==> src/rtl/sgm_pkg.sv <==
`timescale 1ns/1ps
package sgm_pkg;
   typedef enum logic [1:0] {
      ST_IDLE  = 2'd0,
      ST_SHIFT = 2'd1,
      ST_GAP   = 2'd2
   } sgm_state_e;
endpackage

==> src/rtl/sgm_phase_gen.sv <==
`timescale 1ns/1ps
// Divides one serial bit into DIV master clocks: first half away from idle,
// second half at idle.
module sgm_phase_gen #(
   parameter int DIV = 4
) (
   input  logic clk,
   input  logic rst_n,
   input  logic run,
   output logic ph_act,
   output logic ph_cap,
   output logic ph_last
);
   localparam int PH_W = (DIV > 1) ? $clog2(DIV) : 1;
   localparam logic [PH_W-1:0] PH_HALF = PH_W'(DIV / 2);
   localparam logic [PH_W-1:0] PH_CAP  = PH_W'(DIV / 2 - 1);
   localparam logic [PH_W-1:0] PH_END  = PH_W'(DIV - 1);

   logic [PH_W-1:0] ph_q;

   always_ff @(posedge clk or negedge rst_n) begin
      if (!rst_n)          ph_q <= '0;
      else if (!run)       ph_q <= '0;
      else if (ph_q == PH_END) ph_q <= '0;
      else                 ph_q <= ph_q + 1'b1;
   end

   assign ph_act  = (ph_q < PH_HALF);
   assign ph_cap  = (ph_q == PH_CAP);
   assign ph_last = (ph_q == PH_END);
endmodule

==> src/rtl/sgm_shift_pair.sv <==
`timescale 1ns/1ps
// Transmit and receive shift registers; narrow words ride left-aligned.
module sgm_shift_pair #(
   parameter int WORD_W   = 16,
   parameter int NARROW_W = 8
) (
   input  logic              clk,
   input  logic              rst_n,
   input  logic              load,
   input  logic              load_wide,
   input  logic [WORD_W-1:0] tx_word,
   input  logic              shift,
   input  logic              cap,
   input  logic              cap_last,
   input  logic              wide,
   input  logic              miso,
   output logic              mosi,
   output logic [WORD_W-1:0] rx_word,
   output logic              rx_stb
);
   logic [WORD_W-1:0] tx_sh_q;
   logic [WORD_W-1:0] rx_sh_q;
   logic [WORD_W-1:0] rx_next;
   logic [WORD_W-1:0] load_val;
   logic [WORD_W-1:0] rx_fmt;

   assign rx_next = {rx_sh_q[WORD_W-2:0], miso};

   generate
      if (WORD_W > NARROW_W) begin : g_two_sizes
         localparam int PAD = WORD_W - NARROW_W;
         assign load_val = load_wide ? tx_word
                                     : {tx_word[NARROW_W-1:0], {PAD{1'b0}}};
         assign rx_fmt   = wide ? rx_next
                                : {{PAD{1'b0}}, rx_next[NARROW_W-1:0]};
      end else begin : g_one_size
         assign load_val = tx_word;
         assign rx_fmt   = rx_next;
      end
   endgenerate

   always_ff @(posedge clk or negedge rst_n) begin
      if (!rst_n) begin
         tx_sh_q <= '0;
         rx_sh_q <= '0;
         rx_word <= '0;
         rx_stb  <= 1'b0;
      end else begin
         rx_stb <= 1'b0;
         if (load)       tx_sh_q <= load_val;
         else if (shift) tx_sh_q <= {tx_sh_q[WORD_W-2:0], 1'b0};
         if (load)       rx_sh_q <= '0;
         else if (cap)   rx_sh_q <= rx_next;
         if (cap && cap_last) begin
            rx_word <= rx_fmt;
            rx_stb  <= 1'b1;
         end
      end
   end

   assign mosi = tx_sh_q[WORD_W-1];
endmodule

==> src/rtl/sgm_gap_timer.sv <==
`timescale 1ns/1ps
// Counts the dead time after a frame: gap_val * DIV master clocks.
module sgm_gap_timer #(
   parameter int GAP_W = 8,
   parameter int DIV   = 4
) (
   input  logic             clk,
   input  logic             rst_n,
   input  logic             load,
   input  logic [GAP_W-1:0] gap_val,
   output logic             gap_last
);
   localparam int CNT_W = GAP_W + $clog2(DIV) + 1;

   logic [CNT_W-1:0] cnt_q;

   always_ff @(posedge clk or negedge rst_n) begin
      if (!rst_n)              cnt_q <= '0;
      else if (load)           cnt_q <= CNT_W'(gap_val) * CNT_W'(DIV);
      else if (cnt_q != '0)    cnt_q <= cnt_q - 1'b1;
   end

   assign gap_last = (cnt_q == CNT_W'(1));
endmodule

==> src/rtl/spi_gap_master.sv <==
`timescale 1ns/1ps
module spi_gap_master
   import sgm_pkg::*;
#(
   parameter int WORD_W   = 16,
   parameter int NARROW_W = 8,
   parameter int GAP_W    = 8,
   parameter int DIV      = 4
) (
   input  logic              clk,
   input  logic              rst_n,
   input  logic              cfg_cpol,
   input  logic              cfg_wide,
   input  logic [GAP_W-1:0]  cfg_gap,
   input  logic [WORD_W-1:0] tx_data,
   input  logic              tx_valid,
   output logic              tx_ready,
   output logic [WORD_W-1:0] rx_data,
   output logic              rx_valid,
   output logic              sclk,
   output logic              mosi,
   input  logic              miso,
   output logic              busy
);
   localparam int BIT_W = $clog2(WORD_W);
   localparam logic [BIT_W-1:0] LAST_WIDE   = BIT_W'(WORD_W - 1);
   localparam logic [BIT_W-1:0] LAST_NARROW = BIT_W'(NARROW_W - 1);

   generate
      if (DIV < 2 || (DIV % 2) != 0) begin : g_bad_div
         $error("spi_gap_master: DIV must be even and at least 2");
      end
      if (WORD_W < 2 || NARROW_W < 1 || NARROW_W > WORD_W) begin : g_bad_width
         $error("spi_gap_master: need 1 <= NARROW_W <= WORD_W and WORD_W >= 2");
      end
      if (GAP_W < 1) begin : g_bad_gap
         $error("spi_gap_master: GAP_W must be at least 1");
      end
   endgenerate

   sgm_state_e       st_q, st_d;
   logic [BIT_W-1:0] bit_q;
   logic             pol_q, wide_q;
   logic [GAP_W-1:0] gap_q;
   logic             ph_act, ph_cap, ph_last;
   logic             gap_last;
   logic             last_bit, frame_end, ld, in_gap;

   sgm_phase_gen #(.DIV(DIV)) u_phase (
      .clk     (clk),
      .rst_n   (rst_n),
      .run     (st_q == ST_SHIFT),
      .ph_act  (ph_act),
      .ph_cap  (ph_cap),
      .ph_last (ph_last)
   );

   assign last_bit  = (bit_q == (wide_q ? LAST_WIDE : LAST_NARROW));
   assign frame_end = (st_q == ST_SHIFT) && ph_last && last_bit;
   assign in_gap    = (st_q == ST_GAP);

   assign tx_ready = (st_q == ST_IDLE)
                   || (frame_end && (gap_q == '0))
                   || (in_gap && gap_last);
   assign ld = tx_valid && tx_ready;

   sgm_gap_timer #(.GAP_W(GAP_W), .DIV(DIV)) u_gap (
      .clk      (clk),
      .rst_n    (rst_n),
      .load     (frame_end && (gap_q != '0)),
      .gap_val  (gap_q),
      .gap_last (gap_last)
   );

   sgm_shift_pair #(.WORD_W(WORD_W), .NARROW_W(NARROW_W)) u_shift (
      .clk       (clk),
      .rst_n     (rst_n),
      .load      (ld),
      .load_wide (cfg_wide),
      .tx_word   (tx_data),
      .shift     ((st_q == ST_SHIFT) && ph_last && !last_bit),
      .cap       ((st_q == ST_SHIFT) && ph_cap),
      .cap_last  (last_bit),
      .wide      (wide_q),
      .miso      (miso),
      .mosi      (mosi),
      .rx_word   (rx_data),
      .rx_stb    (rx_valid)
   );

   always_comb begin
      st_d = st_q;
      unique case (st_q)
         ST_IDLE:  if (ld) st_d = ST_SHIFT;
         ST_SHIFT: if (frame_end) begin
                      if (gap_q != '0) st_d = ST_GAP;
                      else             st_d = ld ? ST_SHIFT : ST_IDLE;
                   end
         ST_GAP:   if (gap_last) st_d = ld ? ST_SHIFT : ST_IDLE;
         default:  st_d = ST_IDLE;
      endcase
   end

   always_ff @(posedge clk or negedge rst_n) begin
      if (!rst_n) begin
         st_q   <= ST_IDLE;
         bit_q  <= '0;
         pol_q  <= 1'b0;
         wide_q <= 1'b0;
         gap_q  <= '0;
      end else begin
         st_q <= st_d;
         if (ld) begin
            bit_q  <= '0;
            pol_q  <= cfg_cpol;
            wide_q <= cfg_wide;
            gap_q  <= cfg_gap;
         end else if ((st_q == ST_SHIFT) && ph_last && !last_bit) begin
            bit_q <= bit_q + 1'b1;
         end
      end
   end

   assign busy = (st_q != ST_IDLE);
   assign sclk = (st_q == ST_IDLE) ? cfg_cpol
                                   : (pol_q ^ ((st_q == ST_SHIFT) && ph_act));
endmodule

==> config.mk <==
export PLATFORM = sky130hd
export DESIGN_NAME = spi_gap_master
export DESIGN_NICKNAME = d
export VERILOG_FILES = /design/src/rtl/sgm_pkg.sv /design/src/rtl/sgm_phase_gen.sv /design/src/rtl/sgm_shift_pair.sv /design/src/rtl/sgm_gap_timer.sv /design/src/rtl/spi_gap_master.sv
export SDC_FILE = /design/constraint.sdc
export NUM_CORES = 1
export LEC_CHECK = 0
export BUFFER_PORTS_ARGS = -buffer_cell sky130_fd_sc_hd__buf_2
export CORE_ASPECT_RATIO = 1.75
export CORE_UTILIZATION = 35
export CTS_BUF_LIST = sky130_fd_sc_hd__clkbuf_4 sky130_fd_sc_hd__clkbuf_8 sky130_fd_sc_hd__clkbuf_16
export DETAILED_ROUTE_END_ITERATION = 10
export PLACE_DENSITY = 0.63
export RECOVER_POWER = 25
export SETUP_SLACK_MARGIN = 0.1
export SKIP_LAST_GASP = 1
export SYNTH_ARGS = -nofsm -noshare
export SYNTH_HDL_FRONTEND = slang
export SYNTH_HIERARCHICAL = 1
export SYNTH_SLANG_ARGS = --single-unit
export TNS_END_PERCENT = 5
==> constraint.sdc <==
create_clock -name clk -period 4.51 [get_ports clk]
set_input_delay 0.6765 -clock clk [delete_from_list [all_inputs] [get_ports clk]]
set_output_delay 0.6765 -clock clk [all_outputs]
set_load 0.005 [all_outputs]
==> flow_summary_export.csv <==
group,metric,value,unit
outcome,status,"finished with violations",
outcome,failed_checks,"max-capacitance violations, max-slew violations",
clock_network,cts_hold_buf,0,
global_route,antenna_found_initial,0,
global_route,gr-usage-met1,16.3,%
global_route,grt_pass1_vias,2463,
logic_synthesis,syn_inst,309,
place,gp_routability_congestion,0.780,
logic_synthesis,synthDistinctLibCells,54,
worst_setup_path,worst-setup-path-type,"reg2out",
timing,setup_viol_count_final,0,
finish,fin_area,0.00426,mm^2
timing,tns,0,ns
routing,drt_wl_total,7.33,mm
clock_network,clock_sinks,77,
routing,post-route-drc-count,0,
finish,post-route-util,41.6,%
die,initial_core_util,36.0,%
worst_hold_path,hp-class,"reg2reg",
die,dieHeight,138,um
timing,hold_ws,0.479,ns
timing,rsz0062_at_grt,"false",
timing,worst_slew_pin_slew,1.90,ns
place,place.port_buffers,50,
power_and_ir_drop,total_leakage_power,1.99,nW
die,row_count,49,
timing,finalWorstSetupSlack,1.98,ns
die,fp.coreArea,0.0102,mm^2
global_route,met2_usage,24.7,%
clock_network,insertion_delay,0.33,ns
routing,drt-wirelength-per-cell,15.0,um
logic_synthesis,synth-async-reset-ratio,100,%
logic_synthesis,mappedNetlistArea,0.00369,mm^2
routing,drt_iter0_drc,92,
place,dp_cells,471,
finish,antenna_cells,0,
timing,period_needed,2.53,ns
finish,stdcell_count,487,
power_and_ir_drop,total_power,2.72,mW
worst_setup_path,startpoint_type,"flip-flop",
clock_network,cts.path.max_buffers,2,
timing,fin_worst_skew,0.00575,ns
logic_synthesis,syn_avg_cell_area,11.9,um^2
clock_network,post-cts-setup-buffers,0,
die,pin_count,51,
timing,hold_violations,0,
global_route,grt_first_pass_wirelength,11.8,mm
global_route,grt_usage,14.6,%
routing,vias,2464,
clock_network,cts_tree,"yes",
clock_network,cts-resized-gates,0,
global_route,grt_max_degree,78,
power_and_ir_drop,powerDensity,638,mW/mm^2
logic_synthesis,ys_seq_area_share,52.3,%
worst_setup_path,cp.required,3.83,ns
finish,drive_gt1_share,25.0,%
global_route,grt-ovfl-total,0,
logic_synthesis,ys_seq_elements,77,
routing,firstDrtPassIters,4,
logic_synthesis,mappedNetlistNets,344,
logic_synthesis,yosys_warnings,6,
timing,period_share,56.2,%
worst_setup_path,end_kind,"output pin",
die,die_w,79.6,um
logic_synthesis,yosys_most_used_dff,"dfrtp_1",
timing,slew_headroom,-26.8,%
routing,via_per_inst,5.06,
worst_setup_path,crit_arrival,1.86,ns
worst_setup_path,crit_path_max_fanout,6,
finish,final_nets,390,
logic_synthesis,synth_edf_count,0,
place,post_dp_cell_area,0.00396,mm^2
clock_network,cts_root_buf,"clkbuf_16",
finish,syn2layout_area_growth,15.6,%
global_route,gr-usage-met3,3.97,%
timing,fmax,0.395,GHz
worst_setup_path,rrSetupSlack,2.00,ns
place,dp_hpwl,5.02,mm
flow_run,max-cap-violations,1,
timing,final-max-slew-violation-count,78,
routing,ant_nets,0,
die,dieArea,0.0110,mm^2
clock_network,htreeDepth,3,
global_route,top_usage_layer,"met2",
clock_network,clkSlewWorstSetupHoldPaths,0.06,ns
power_and_ir_drop,peakVddDrop,284,uV
place,pre_cts_ws,2.00,ns
clock_network,numCtsBuffers,9,
==> final cells by class <==
type / instances / area [um^2]
Fill cell: 997 / 5980
Multi-Input combinational cell: 198 / 1540
Inverter: 17 / 63.8
Clock buffer: 11 / 246
Tap cell: 127 / 159
Sequential cell: 77 / 1930
Clock inverter: 5 / 58.8
Timing Repair Buffer: 52 / 265
==> flip-flops by register name, indices dropped and copies added (netlist names) <==
signal           count
pol_q                1
u_shift/tx_sh_q     16
u_phase/ph_q         2
u_shift/rx_stb       1
st_q                 2
u_gap/cnt_q         11
gap_q                8
u_shift/rx_sh_q     15
wide_q               1
u_shift/rx_word     16
bit_q                4
==> power by group <==
group | total, mW | switching, mW | internal [mW] | leakage, nW
logic | 0.814 | 0.406 | 0.408 | 0.854
registers | 1.18 | 0.225 | 0.951 | 0.993
clock network | 0.729 | 0.279 | 0.450 | 0.146
total | 2.72 | 0.910 | 1.81 | 1.99
==> synth_stat cells, types with 3 or more instances <==
cell / number / area (um^2)
a21oi_1: 5 / 25.0
a22o_1: 8 / 70.1
buf_6: 7 / 78.8
clkbuf_1: 4 / 15.0
dfrtp_1: 77 / 1930
ha_1: 5 / 62.6
inv_1: 17 / 63.8
mux2_2: 10 / 113
mux2i_1: 49 / 490
nand2_1: 12 / 45.0
nand4_1: 9 / 56.3
nor2_1: 25 / 93.8
nor2b_1: 4 / 25.0
o21ai_0: 15 / 75.1
o2bb2ai_1: 6 / 52.6
o31ai_1: 3 / 22.5
xor2_1: 4 / 35.0
==> path summary, 6_finish.rpt <==
| path | endpoint | cells after the start | start |
|---|---|---|---|
| worst max-delay path | tx_ready | 6 | u_gap/cnt_q[8] |
| worst min-delay path | u_phase/ph_q[0] | 1 | u_phase/ph_q[0] |
| worst max register to register | wide_q | 6 | u_gap/cnt_q[8] |
| worst min register to register | u_phase/ph_q[0] | 1 | u_phase/ph_q[0] |
| max in group asynchronous | u_shift/tx_sh_q[14] | 1 | rst_n |
| min in group asynchronous | u_shift/rx_word[4] | 1 | rst_n |
==> worst max-delay path, stage by stage (launching register included) <==
cell     delay, ns
dfrtp_1       0.44
nor4_4        0.41
and4_2        0.28
nor2b_1       0.06
nor2_1        0.12
a21o_2        0.11
buf_2         0.10
==> cells in the final DEF, fill, tap and decap left out, drive strengths merged, types with 4 or more instances in the layout <==
cell	netlist	layout
a21oi	5	5
a22o	8	8
buf	13	51
clkbuf	4	12
dfrtp	77	77
ha	5	5
inv	17	18
mux2	10	10
mux2i	49	49
nand2	13	13
nand4	9	9
nor2	26	26
nor2b	4	4
nor3b	4	4
o21ai	15	15
o2bb2ai	6	6
xor2	4	4
==> kinds of logic (layout without fill, tap and decap cells) <==
family | after synthesis | in the layout | share of synthesized area (%)
compound gates | 53 | 53 | 10.3
flops | 77 | 77 | 52.3
fa+ha+maj | 5 | 5 | 1.70
xor+xnor | 6 | 6 | 1.43
mux | 59 | 59 | 16.4
buf+inv | 34 | 85 | 5.80
simple gates | 75 | 75 | 12.2
==> layer usage <==
layer  routed length (um)  share of wire, %  up-vias
met5                    0                 0        -
met4                  181               2.5        0
met3                  207               2.8        9
met2                 3890                53       40
met1                 3050                42     1219
li1                     -                 -     1196
Note: power is estimated with default switching activity, not from simulation.
